### src/rtl/fpdiv_pkg.sv
package fpdiv_pkg;

  typedef enum logic [1:0] {
    ST_IDLE  = 2'd0,
    ST_ITER  = 2'd1,
    ST_FAST  = 2'd2,
    ST_ROUND = 2'd3
  } fsm_e;

  // Width of the kept significand for each precision code.
  function automatic int prec_width(input logic [1:0] code, input int full_w);
    case (code)
      2'b00:   prec_width = 24;
      2'b10:   prec_width = 53;
      default: prec_width = full_w;
    endcase
  endfunction

endpackage

### src/rtl/fpdiv_ctrl.sv
module fpdiv_ctrl
  import fpdiv_pkg::*;
#(
  parameter int CW          = 7,
  parameter int QW          = 67,
  parameter int FAST_CYCLES = 9
) (
  input  logic          clk,
  input  logic          rst_n,
  input  logic          start,
  input  logic          go_fast,
  input  logic          go_dz,
  input  logic [CW-1:0] n_iter,
  output fsm_e          state
);

  localparam logic [CW-1:0] FAST_INIT = CW'(FAST_CYCLES - 3);

  logic [CW-1:0] cnt;

  always_ff @(posedge clk or negedge rst_n) begin
    if (!rst_n) begin
      state <= ST_IDLE;
      cnt   <= '0;
    end else begin
      case (state)
        ST_IDLE: begin
          if (start && !go_dz) begin
            if (go_fast) begin
              state <= ST_FAST;
              cnt   <= FAST_INIT;
            end else begin
              state <= ST_ITER;
              cnt   <= n_iter - CW'(1);
            end
          end
        end
        ST_ITER, ST_FAST: begin
          if (cnt == '0) state <= ST_ROUND;
          else           cnt   <= cnt - CW'(1);
        end
        default: state <= ST_IDLE;
      endcase
    end
  end

  AST_ITER_ENDS: assert property (@(posedge clk) disable iff (!rst_n)
    (state == ST_ITER && cnt == '0) |=> state == ST_ROUND);

  AST_ITER_BOUND: assert property (@(posedge clk) disable iff (!rst_n)
    state == ST_ITER |-> cnt < CW'(QW));

  AST_FAST_BOUND: assert property (@(posedge clk) disable iff (!rst_n)
    state == ST_FAST |-> cnt <= FAST_INIT);

  AST_ROUND_ONCE: assert property (@(posedge clk) disable iff (!rst_n)
    state == ST_ROUND |=> state == ST_IDLE);

endmodule

### src/rtl/fpdiv_iter.sv
module fpdiv_iter #(
  parameter int SIG_W = 64,
  parameter int QW    = 67
) (
  input  logic             clk,
  input  logic             rst_n,
  input  logic             load,
  input  logic             fast,
  input  logic             step,
  input  logic [SIG_W-1:0] a_sig,
  input  logic [SIG_W-1:0] b_sig,
  output logic [QW-1:0]    q,
  output logic             rem_nz
);

  logic [SIG_W:0]   rem;
  logic [SIG_W-1:0] dvs;
  logic [SIG_W:0]   diff;
  logic [SIG_W:0]   keep;
  logic             ge;

  always_comb begin
    ge   = rem >= {1'b0, dvs};
    diff = rem - {1'b0, dvs};
    keep = ge ? diff : rem;
  end

  always_ff @(posedge clk or negedge rst_n) begin
    if (!rst_n) begin
      rem <= '0;
      dvs <= '0;
      q   <= '0;
    end else if (load) begin
      dvs <= b_sig;
      if (fast) begin
        rem <= '0;
        q   <= {a_sig, {(QW-SIG_W){1'b0}}};
      end else begin
        rem <= {1'b0, a_sig};
        q   <= '0;
      end
    end else if (step) begin
      q   <= {q[QW-2:0], ge};
      rem <= {keep[SIG_W-1:0], 1'b0};
    end
  end

  assign rem_nz = |rem;

  AST_REM_BELOW_2D: assert property (@(posedge clk) disable iff (!rst_n)
    step |=> rem < {dvs, 1'b0});

endmodule

### src/rtl/fpdiv_round.sv
module fpdiv_round #(
  parameter int SIG_W = 64,
  parameter int QW    = 67,
  parameter int CW    = 7,
  parameter int XW    = 18
) (
  input  logic [QW-1:0]        q,
  input  logic                 fast,
  input  logic                 rem_nz,
  input  logic [CW-1:0]        p_bits,
  input  logic signed [XW-1:0] exp_in,
  output logic [SIG_W-1:0]     sig_out,
  output logic signed [XW-1:0] exp_out
);

  localparam logic signed [XW-1:0] ONE = XW'(1);

  logic [QW-1:0]        al, nm, t, rmask, sum0, sum1, wide;
  logic signed [XW-1:0] e0;
  logic                 guard, lsb, sticky, inc, carry;
  int                   gpos, nbits;

  always_comb begin
    nbits = int'(p_bits) + 3;
    al    = fast ? q : (q << (QW - nbits));
    if (al[QW-1]) begin
      nm = al;
      e0 = exp_in;
    end else begin
      nm = al << 1;
      e0 = exp_in - ONE;
    end
    gpos   = QW - 1 - int'(p_bits);
    t      = nm >> gpos;
    guard  = t[0];
    lsb    = t[1];
    rmask  = (QW'(1) << gpos) - QW'(1);
    sticky = (|(nm & rmask)) | rem_nz;
    inc    = guard & (lsb | sticky);
    sum0   = (t >> 1) + QW'(inc);
    carry  = sum0[p_bits];
    if (carry) begin
      sum1    = sum0 >> 1;
      exp_out = e0 + ONE;
    end else begin
      sum1    = sum0;
      exp_out = e0;
    end
    wide    = sum1 << (SIG_W - int'(p_bits));
    sig_out = wide[SIG_W-1:0];
  end

endmodule

### src/rtl/fpdiv_prec.sv
module fpdiv_prec
  import fpdiv_pkg::*;
#(
  parameter int EXP_W       = 15,
  parameter int SIG_W       = 64,
  parameter int FAST_CYCLES = 9
) (
  input  logic             clk,
  input  logic             rst_n,
  input  logic             in_valid,
  output logic             in_ready,
  input  logic             a_sign,
  input  logic [EXP_W-1:0] a_exp,
  input  logic [SIG_W-1:0] a_sig,
  input  logic             b_sign,
  input  logic [EXP_W-1:0] b_exp,
  input  logic [SIG_W-1:0] b_sig,
  input  logic [1:0]       prec_ctl,
  output logic             out_valid,
  output logic             q_sign,
  output logic [EXP_W-1:0] q_exp,
  output logic [SIG_W-1:0] q_sig,
  output logic             div_zero
);

  localparam int QW   = SIG_W + 3;
  localparam int CW   = $clog2(QW + 1);
  localparam int XW   = EXP_W + 3;
  localparam int BIAS = (1 << (EXP_W - 1)) - 1;
  localparam logic [SIG_W-1:0] SIG_ONE = {1'b1, {(SIG_W-1){1'b0}}};

  fsm_e                 state;
  logic                 accept, is_pow2, is_dz;
  logic [CW-1:0]        p_in, p_r;
  logic                 fast_r, sign_r;
  logic signed [XW-1:0] exp_r, exp_diff, r_exp;
  logic [QW-1:0]        qbits;
  logic                 rem_nz;
  logic [SIG_W-1:0]     r_sig, low_mask;

  assign in_ready = (state == ST_IDLE);
  assign accept   = in_valid && in_ready;
  assign is_pow2  = (b_sig == SIG_ONE);
  assign is_dz    = (b_sig == '0) && (a_sig != '0);
  assign p_in     = CW'(prec_width(prec_ctl, SIG_W));
  assign exp_diff = $signed({3'b000, a_exp}) - $signed({3'b000, b_exp}) + XW'(BIAS);

  fpdiv_ctrl #(.CW(CW), .QW(QW), .FAST_CYCLES(FAST_CYCLES)) u_ctrl (
    .clk     (clk),
    .rst_n   (rst_n),
    .start   (accept),
    .go_fast (is_pow2),
    .go_dz   (is_dz),
    .n_iter  (p_in + CW'(3)),
    .state   (state)
  );

  fpdiv_iter #(.SIG_W(SIG_W), .QW(QW)) u_iter (
    .clk    (clk),
    .rst_n  (rst_n),
    .load   (accept && !is_dz),
    .fast   (is_pow2),
    .step   (state == ST_ITER),
    .a_sig  (a_sig),
    .b_sig  (b_sig),
    .q      (qbits),
    .rem_nz (rem_nz)
  );

  fpdiv_round #(.SIG_W(SIG_W), .QW(QW), .CW(CW), .XW(XW)) u_round (
    .q       (qbits),
    .fast    (fast_r),
    .rem_nz  (rem_nz),
    .p_bits  (p_r),
    .exp_in  (exp_r),
    .sig_out (r_sig),
    .exp_out (r_exp)
  );

  always_ff @(posedge clk or negedge rst_n) begin
    if (!rst_n) begin
      sign_r    <= 1'b0;
      exp_r     <= '0;
      p_r       <= CW'(SIG_W);
      fast_r    <= 1'b0;
      out_valid <= 1'b0;
      q_sign    <= 1'b0;
      q_exp     <= '0;
      q_sig     <= '0;
      div_zero  <= 1'b0;
    end else begin
      out_valid <= 1'b0;
      if (accept) begin
        sign_r <= a_sign ^ b_sign;
        exp_r  <= exp_diff;
        p_r    <= p_in;
        fast_r <= is_pow2;
        if (is_dz) begin
          out_valid <= 1'b1;
          q_sign    <= a_sign ^ b_sign;
          q_exp     <= '1;
          q_sig     <= SIG_ONE;
          div_zero  <= 1'b1;
        end
      end
      if (state == ST_ROUND) begin
        out_valid <= 1'b1;
        q_sign    <= sign_r;
        q_exp     <= r_exp[EXP_W-1:0];
        q_sig     <= r_sig;
        div_zero  <= 1'b0;
      end
    end
  end

  assign low_mask = (SIG_W'(1) << (SIG_W - int'(p_r))) - SIG_W'(1);

  AST_STROBE_SINGLE: assert property (@(posedge clk) disable iff (!rst_n)
    (out_valid && !(accept && is_dz)) |=> !out_valid);

  AST_READY_AT_DONE: assert property (@(posedge clk) disable iff (!rst_n)
    out_valid |-> in_ready);

  AST_RESULT_HELD: assert property (@(posedge clk) disable iff (!rst_n)
    (state != ST_ROUND && !accept) |=> $stable({q_sign, q_exp, q_sig, div_zero}));

  AST_DZ_INFINITY: assert property (@(posedge clk) disable iff (!rst_n)
    (out_valid && div_zero) |-> (q_exp == '1 && q_sig == SIG_ONE));

  AST_SIG_NORMAL: assert property (@(posedge clk) disable iff (!rst_n)
    (out_valid && !div_zero) |-> q_sig[SIG_W-1]);

  AST_LOW_BITS_CLEAR: assert property (@(posedge clk) disable iff (!rst_n)
    (out_valid && !div_zero) |-> (q_sig & low_mask) == '0);

  AST_BUSY_NOT_READY: assert property (@(posedge clk) disable iff (!rst_n)
    (state == ST_ITER || state == ST_FAST) |-> !in_ready);

endmodule

### config.mk
export PLATFORM = sky130hd
export DESIGN_NAME = fpdiv_prec
export DESIGN_NICKNAME = d
export VERILOG_FILES = /design/src/rtl/fpdiv_pkg.sv /design/src/rtl/fpdiv_ctrl.sv /design/src/rtl/fpdiv_iter.sv /design/src/rtl/fpdiv_round.sv /design/src/rtl/fpdiv_prec.sv
export SDC_FILE = /design/constraint.sdc
export NUM_CORES = 2
export LEC_CHECK = 0
export ABC_AREA = 1
export BUFFER_PORTS_ARGS = -buffer_cell sky130_fd_sc_hd__buf_2
export CAP_MARGIN = 20
export CORE_MARGIN = 4
export CORE_UTILIZATION = 41
export CTS_CLUSTER_DIAMETER = 80
export DETAILED_ROUTE_END_ITERATION = 7
export PLACE_DENSITY_LB_ADDON = 0.1
export RECOVER_POWER = 100
export SYNTH_ARGS = -nofsm -noshare
export SYNTH_HDL_FRONTEND = slang
export SYNTH_SLANG_ARGS = --single-unit
export TNS_END_PERCENT = 20
### constraint.sdc
create_clock -name clk -period 9.16 [get_ports clk]
set_input_delay 2.29 -clock clk [delete_from_list [all_inputs] [get_ports clk]]
set_output_delay 2.29 -clock clk [all_outputs]
set_load 0.01 [all_outputs]
## After elaboration in Yosys (flattened, before gate mapping)

Index checks and enable logic that the tools add are counted.
W data, S select, Z words.

- Bits in writable memories: 0
- Output and inout port bits: 83
- Word-level logic and storage cells: 104
- Bits of input ports: 165
- Memories: 0
- Bits in read-only memories: 0
- Bits in latches: 0
- Register bits after elaboration: 311

- Reduce and logical (&&, ||, !) cells: 19
- Add/sub/neg operators: 14
- Shift-type cells: 4
- Multipliers: 0
- Divide/modulo/power cells: 0
- Bitwise logic cells: 5
- Equality and inequality tests: 8
- Magnitude comparators: 2
- Mux-type cells: 38

Operator list:

| kind | count |
|---|---|
| $mux W67 | 6 |
| $mux W64 | 5 |
| $mux W65 | 2 |
| $mux W15 | 5 |
| $add A66 B1 Y67 | 1 |
| $and A67 B67 Y67 | 1 |
| $reduce_or A67 Y1 | 1 |
| $shl A1 B32 Y67 const A | 1 |
| $shl A67 B32 Y64 | 1 |
| $shl A67 B32 Y67 | 1 |
| $shr A67 B32 Y67 | 1 |
| $sub A67 B2 Y67 const B | 1 |
| $ge A65 B64 Y1 | 1 |
| $reduce_or A65 Y1 | 1 |
| $eq A64 B64 Y1 const B | 1 |
| $logic_not A64 Y1 | 1 |
| $reduce_bool A64 Y1 | 1 |
| $sub A64 B64 Y64 | 1 |
| $sub A8 B32 Y32 const A | 1 |
| $pmux W7 S2 | 2 |
| $mux W7 | 3 |
| $sub A7 B7 Y8 const A | 2 |
| $add A15 B15 Y15 const B | 1 |
| $add A15 B2 Y15 const B | 1 |
| other kinds (25) | 48 |

## Logic depth before layout (Yosys ltp)

- Depth after elaboration: 16
- Depth in mapped cells: 74
- Mapped depth without buffers: 59

## By module

A second synthesis with hierarchy kept.

- Cell total of the unflattened synthesis: 8120
- Area, all modules: 44461.4 µm²

By module, submodules not included:

| module | times used | sequential area each (µm²) | area each (µm²) | cells each |
|---|---|---|---|---|
| fpdiv_round | 1 | 0.0 | 22492.8 | 4827 |
| fpdiv_iter | 1 | 4904.7 | 15134.5 | 2417 |
| fpdiv_prec | 1 | 2628.8 | 6074.6 | 758 |
| fpdiv_ctrl | 1 | 225.2 | 759.5 | 118 |

## Least setup slack after synthesis

Ideal clock, no wire load.

- Kind: register to register
- Start: reg p_r[5]
- End: reg q_sig[52]
- Library setup time: 0.130 ns
- Data required time: 9.030 ns
- Data arrival time: 9.239 ns
- Stages on the path, launching flop included: 71
- Path buffers: 18
- Setup slack: -0.210 ns
- Clock period less this slack: 9.370 ns
- Path through: dfrtp_1 > buf_4 > clkinv_1 > clkbuf_1 > buf_1 > buf_2 > clkbuf_1 > buf_1 > ha_1 > inv_1 > buf_2 > buf_2 > buf_1 > clkbuf_1 > clkbuf_1 > buf_2 > buf_1 > ha_1 > [... 35 more ...] > inv_2 > nor2_4 > nand2_2 > nor2_2 > nand2_2 > nor3_2 > or2_2 > buf_6 > nand2_8 > inv_4 > buf_4 > nand2_1 > nand3_1 > nand2_1 > nand2_1 > nand2_1 > o211ai_1 > nand3_1

- Longest elaborated chain between the ends: 16
- Elaborated cells on any way between the ends: 21
- Classes of those cells: add/sub: 6; shift: 4; mux: 6; bitwise: 4; reduce/logical: 1

RTL lines:

| element | line | RTL |
|---|---|---|
| start: declaration | fpdiv_prec.sv:34 | `logic [CW-1:0] p_in, p_r;` |
| start signal: assignment | fpdiv_prec.sv:84 | `p_r <= CW'(SIG_W);` |
| start signal: assignment | fpdiv_prec.sv:96 | `p_r <= p_in;` |
| branches (longest 14 deep; another with $add A66 B1 Y67) | n/a |  |
| $shl A67 B32 Y64 * | fpdiv_round.sv:49 | `wide = sum1 << (SIG_W - int'(p_bits));` |
| $mux W64 * | fpdiv_prec.sv:106 | `if (state == ST_ROUND) begin` |
| end signal: assignment | fpdiv_prec.sv:110 | `q_sig <= r_sig;` |
| end: declaration | fpdiv_prec.sv:22 | `output logic [SIG_W-1:0] q_sig,` |

Every way passes the cells marked *. The select of a mux whose other input is x is not followed.
A chain may end at the register's enable or synchronous reset.

## Worst setup path after layout

- Start: reg p_r[3]
- End: reg q_sig[61]

Same word-level chain as after synthesis.

==> results.yml <==
run_status:
  status: "finished, violations left"
  failed_checks: "capacitance limit, slew limit"
detailed_routing:
  drt_iter0_drc: 5444
  drcViolationCount: 0
  vias: 38100
  vias_per_cell: 5.98
  wire_per_inst_um: 23.9
  routed_wl_mm: 152
  drt_first_pass_iters: 8
  ant_nets: 0
min_path:
  min_to: "u_iter.dvs[35]"
  whs_path_depth: 2
  min_path_type: "reg -> reg"
  hp-start: "u_iter.dvs[35]"
clocking:
  htree_levels: 2
  cts_setup_buffers: 0
  cts_tree: "yes"
  hold_buffers: 0
  clock_path_buffers: 3
  path_clk_slew_ns: 0.06
  numCtsBuffers: 35
  cts_resized: 0
  worstSkewPairLatency_ns: 0.55
  cts.sinks: 308
  root_buffer: "clkbuf_16"
critical_path:
  crit_type: "reg -> reg"
  slowest_delay_ns: 0.48
  rrSetupSlack_ns: 0.61
  r2r_cells: 49
  path_max_fanout: 50
  cp.arrival_ns: 8.98
  start_kind: "register"
  crit_path_frequent_cell: "nand2_1"
  crit_path_top_delay_cell: "dfrtp_1"
  endpoint_kind: "register"
  reg2reg_to: "q_sig[61]"
  r2r_start: "p_r[3]"
  critPathRequiredTime_ns: 9.59
place:
  portBuffers: 247
  dp_cells: 6307
  dp_hpwl_mm: 119
  placed_area_um2: 33900
  gp_congestion: 1.01
power_and_ir_drop:
  p_switching_mw: 0.725
  p_per_area_nw_per_um2: 84.4
  clock_power_share_pct: 48.0
  finalPower_mw: 2.94
  p_leak_nw: 16.2
  swShare_pct: 24.7
  irDropWorstVdd_uv: 113
  combPwrFrac_pct: 5.7
  power_frac_seq_pct: 46.3
  intPower_mw: 2.22
logic_synthesis:
  synth_edf_count: 0
  syn_area_um2: 31900
  yosysWarningCount: 0
  synth_seq_cells: 308
  synth_ff_type: "dfrtp_1"
  avgSynthCellArea_um2: 6.09
  yosysSeqAreaShare_pct: 24.2
  synth_cell_types: 65
  synth_cells: 5240
  async_reset_ff_share_pct: 100
floorplanning:
  die_width_um: 287
  rows: 102
  die_y_um: 287
  core-area_um2: 77300
  io_pins: 248
  initial_core_util_pct: 41.3
  die_area_um2: 82400
sta:
  period_share_pct: 93.4
  fmax_mhz: 117
  fin_setup_tns_ns: 0
  relSlewSlack_pct: -278
  setup_viol: 0
  rsz0062_at_grt: "no"
  skew_ns: 0.0215
  drv_slew: 405
  whs_ns: 0.482
  period_minus_slack_ns: 8.55
  hold_viol_final: 0
  tightest_slew_ns: 5.67
cells_and_area:
  post-route-cell-area_um2: 34900
  diodes: 0
  layout-drive-gt1-share_pct: 7.21
  fin_cells: 6369
  area_growth_syn_to_layout_pct: 9.23
  num-fill-cells: 8717
  nets: 5577
global_route:
  grt_max_degree: 147
  antenna_found_initial: 2
  grt_pass1_wl_mm: 227
  grt_overflow: 0
  grt_pass1_vias: 35500
  grt_util_all_layers_pct: 35.9
run:
  drv_cap: 6
-- final cells by class --
| class | instances | area [µm²] | area share, % |
|---|---|---|---|
| Tap cell | 1040 | 1300 | 3.73 |
| Sequential cell | 308 | 7710 | 22.1 |
| Inverter | 501 | 1900 | 5.44 |
| Multi-Input combinational cell | 4128 | 21100 | 60.4 |
| Timing Repair Buffer | 331 | 1780 | 5.11 |
| Clock buffer | 44 | 960 | 2.75 |
| Clock inverter | 17 | 154 | 0.441 |
-- cells by family (layout without fill, tap and decap cells) --
group | count (synthesis) | after routing | synth area share [%]
AOI/OAI and AO/OA | 716 | 716 | 13.3
xor gates and xnor gates | 147 | 147 | 4.06
adders and majority gates | 107 | 107 | 4.24
buffers and inverters | 805 | 893 | 10.1
DFF | 308 | 308 | 24.2
other | 1 | 2 | 0.0118
and+or+nand+nor | 3156 | 3156 | 44.2
-- routing by layer --
metal / up-vias / part of all wire [%] / GRT usage (%)
met5: - / 0.022 / 0
met4: 4 / 4.0 / 12.1
met2: 2077 / 42 / 53.0
met3: 305 / 10 / 6.97
li1: 17900 / - / -
met1: 17900 / 44 / 52.3
-- how the worst max path moves through the flow --
stage	to	from	slack, ns	depth (start not counted)
3_5_place_dp	q_sig[61]	p_r[3]	0.80	51
4_1_cts	q_sig[61]	p_r[5]	0.79	49
2_1_floorplan	q_sig[52]	p_r[5]	0.07	70
6_report	q_sig[61]	p_r[3]	0.61	49
5_1_grt	u_iter.rem[41]	b_sig[26]	0.01	16
3_3_place_gp	q_sig[61]	p_r[5]	0.82	49
-- state kept, by name, indices dropped and copies added (netlist names), 4 cells and up --
| register | flops |
|---|---|
| u_iter.q | 67 |
| u_iter.rem | 65 |
| q_sig | 64 |
| u_iter.dvs | 64 |
| exp_r | 15 |
| q_exp | 15 |
| u_ctrl.cnt | 7 |
| p_r | 4 |
-- power groups by stage --
stage	sequential [mW]	clock (mW)	combinational [mW]
2_1_floorplan	1.39	0	0.0592
3_3_place_gp	1.39	0	0.169
3_5_place_dp	1.39	0	0.169
4_1_cts	1.36	1.44	0.170
5_1_grt	1.36	1.50	0.189
6_report	1.36	1.41	0.169
-- stage by stage --
stage	utilization [%]	setup WS, ns
2_1_floorplan	-	0.0713
3_3_place_gp	43.8	0.818
3_5_place_dp	43.8	0.804
4_1_cts	45.3	0.788
5_1_grt	45.1	0.0133
6_report	45.1	0.608
-- worst max-delay path, delay by kind of cell, from the launching register on --
family	cells	cell delay, ns
flip-flops	1	0.48
adder cells (fa/ha/maj)	3	0.64
AND/OR/NAND/NOR	36	5.15
AO/OA/AOI/OAI	4	0.91
buffers and inverters	6	1.16
-- synthesized netlist by cell type (all sizes together) (15+ instances only) --
master	count	area share, %
inv	492	5.8
o221ai	33	0.91
a21oi	172	2.8
nand2	1334	16
nor3	55	0.89
ha	105	4.1
o22ai	21	0.41
clkbuf	166	2.0
nor4	49	1.0
buf	138	2.3
o211ai	81	1.9
nand4	95	1.9
xor2	88	2.4
o21ai	273	4.3
xnor2	59	1.6
a21boi	15	0.35
a31oi	70	1.4
nand3	1196	19
nor2	403	5.0
dfrtp	307	24
-- cells in the final DEF (no fill, tap or decap), types with 9 or more instances in the layout --
cell / count
a21boi_0: 10
a21oi_1: 168
a31oi_1: 70
buf_2: 161
buf_4: 66
clkbuf_1: 96
clkbuf_16: 35
clkinv_2: 11
dfrtp_1: 306
ha_1: 104
inv_1: 475
inv_2: 13
nand2_1: 1320
nand3_1: 1181
nand3_2: 15
nand3b_1: 9
nand4_1: 94
nor2_1: 379
nor2_2: 13
nor2_4: 10
nor3_1: 53
nor4_1: 48
o211ai_1: 81
o21ai_0: 249
o21ai_1: 24
o21bai_1: 9
o221ai_1: 33
o22ai_1: 21
o31ai_1: 10
xnor2_1: 59
xor2_1: 87
No activity file was read; power rests on OpenSTA's default activity.
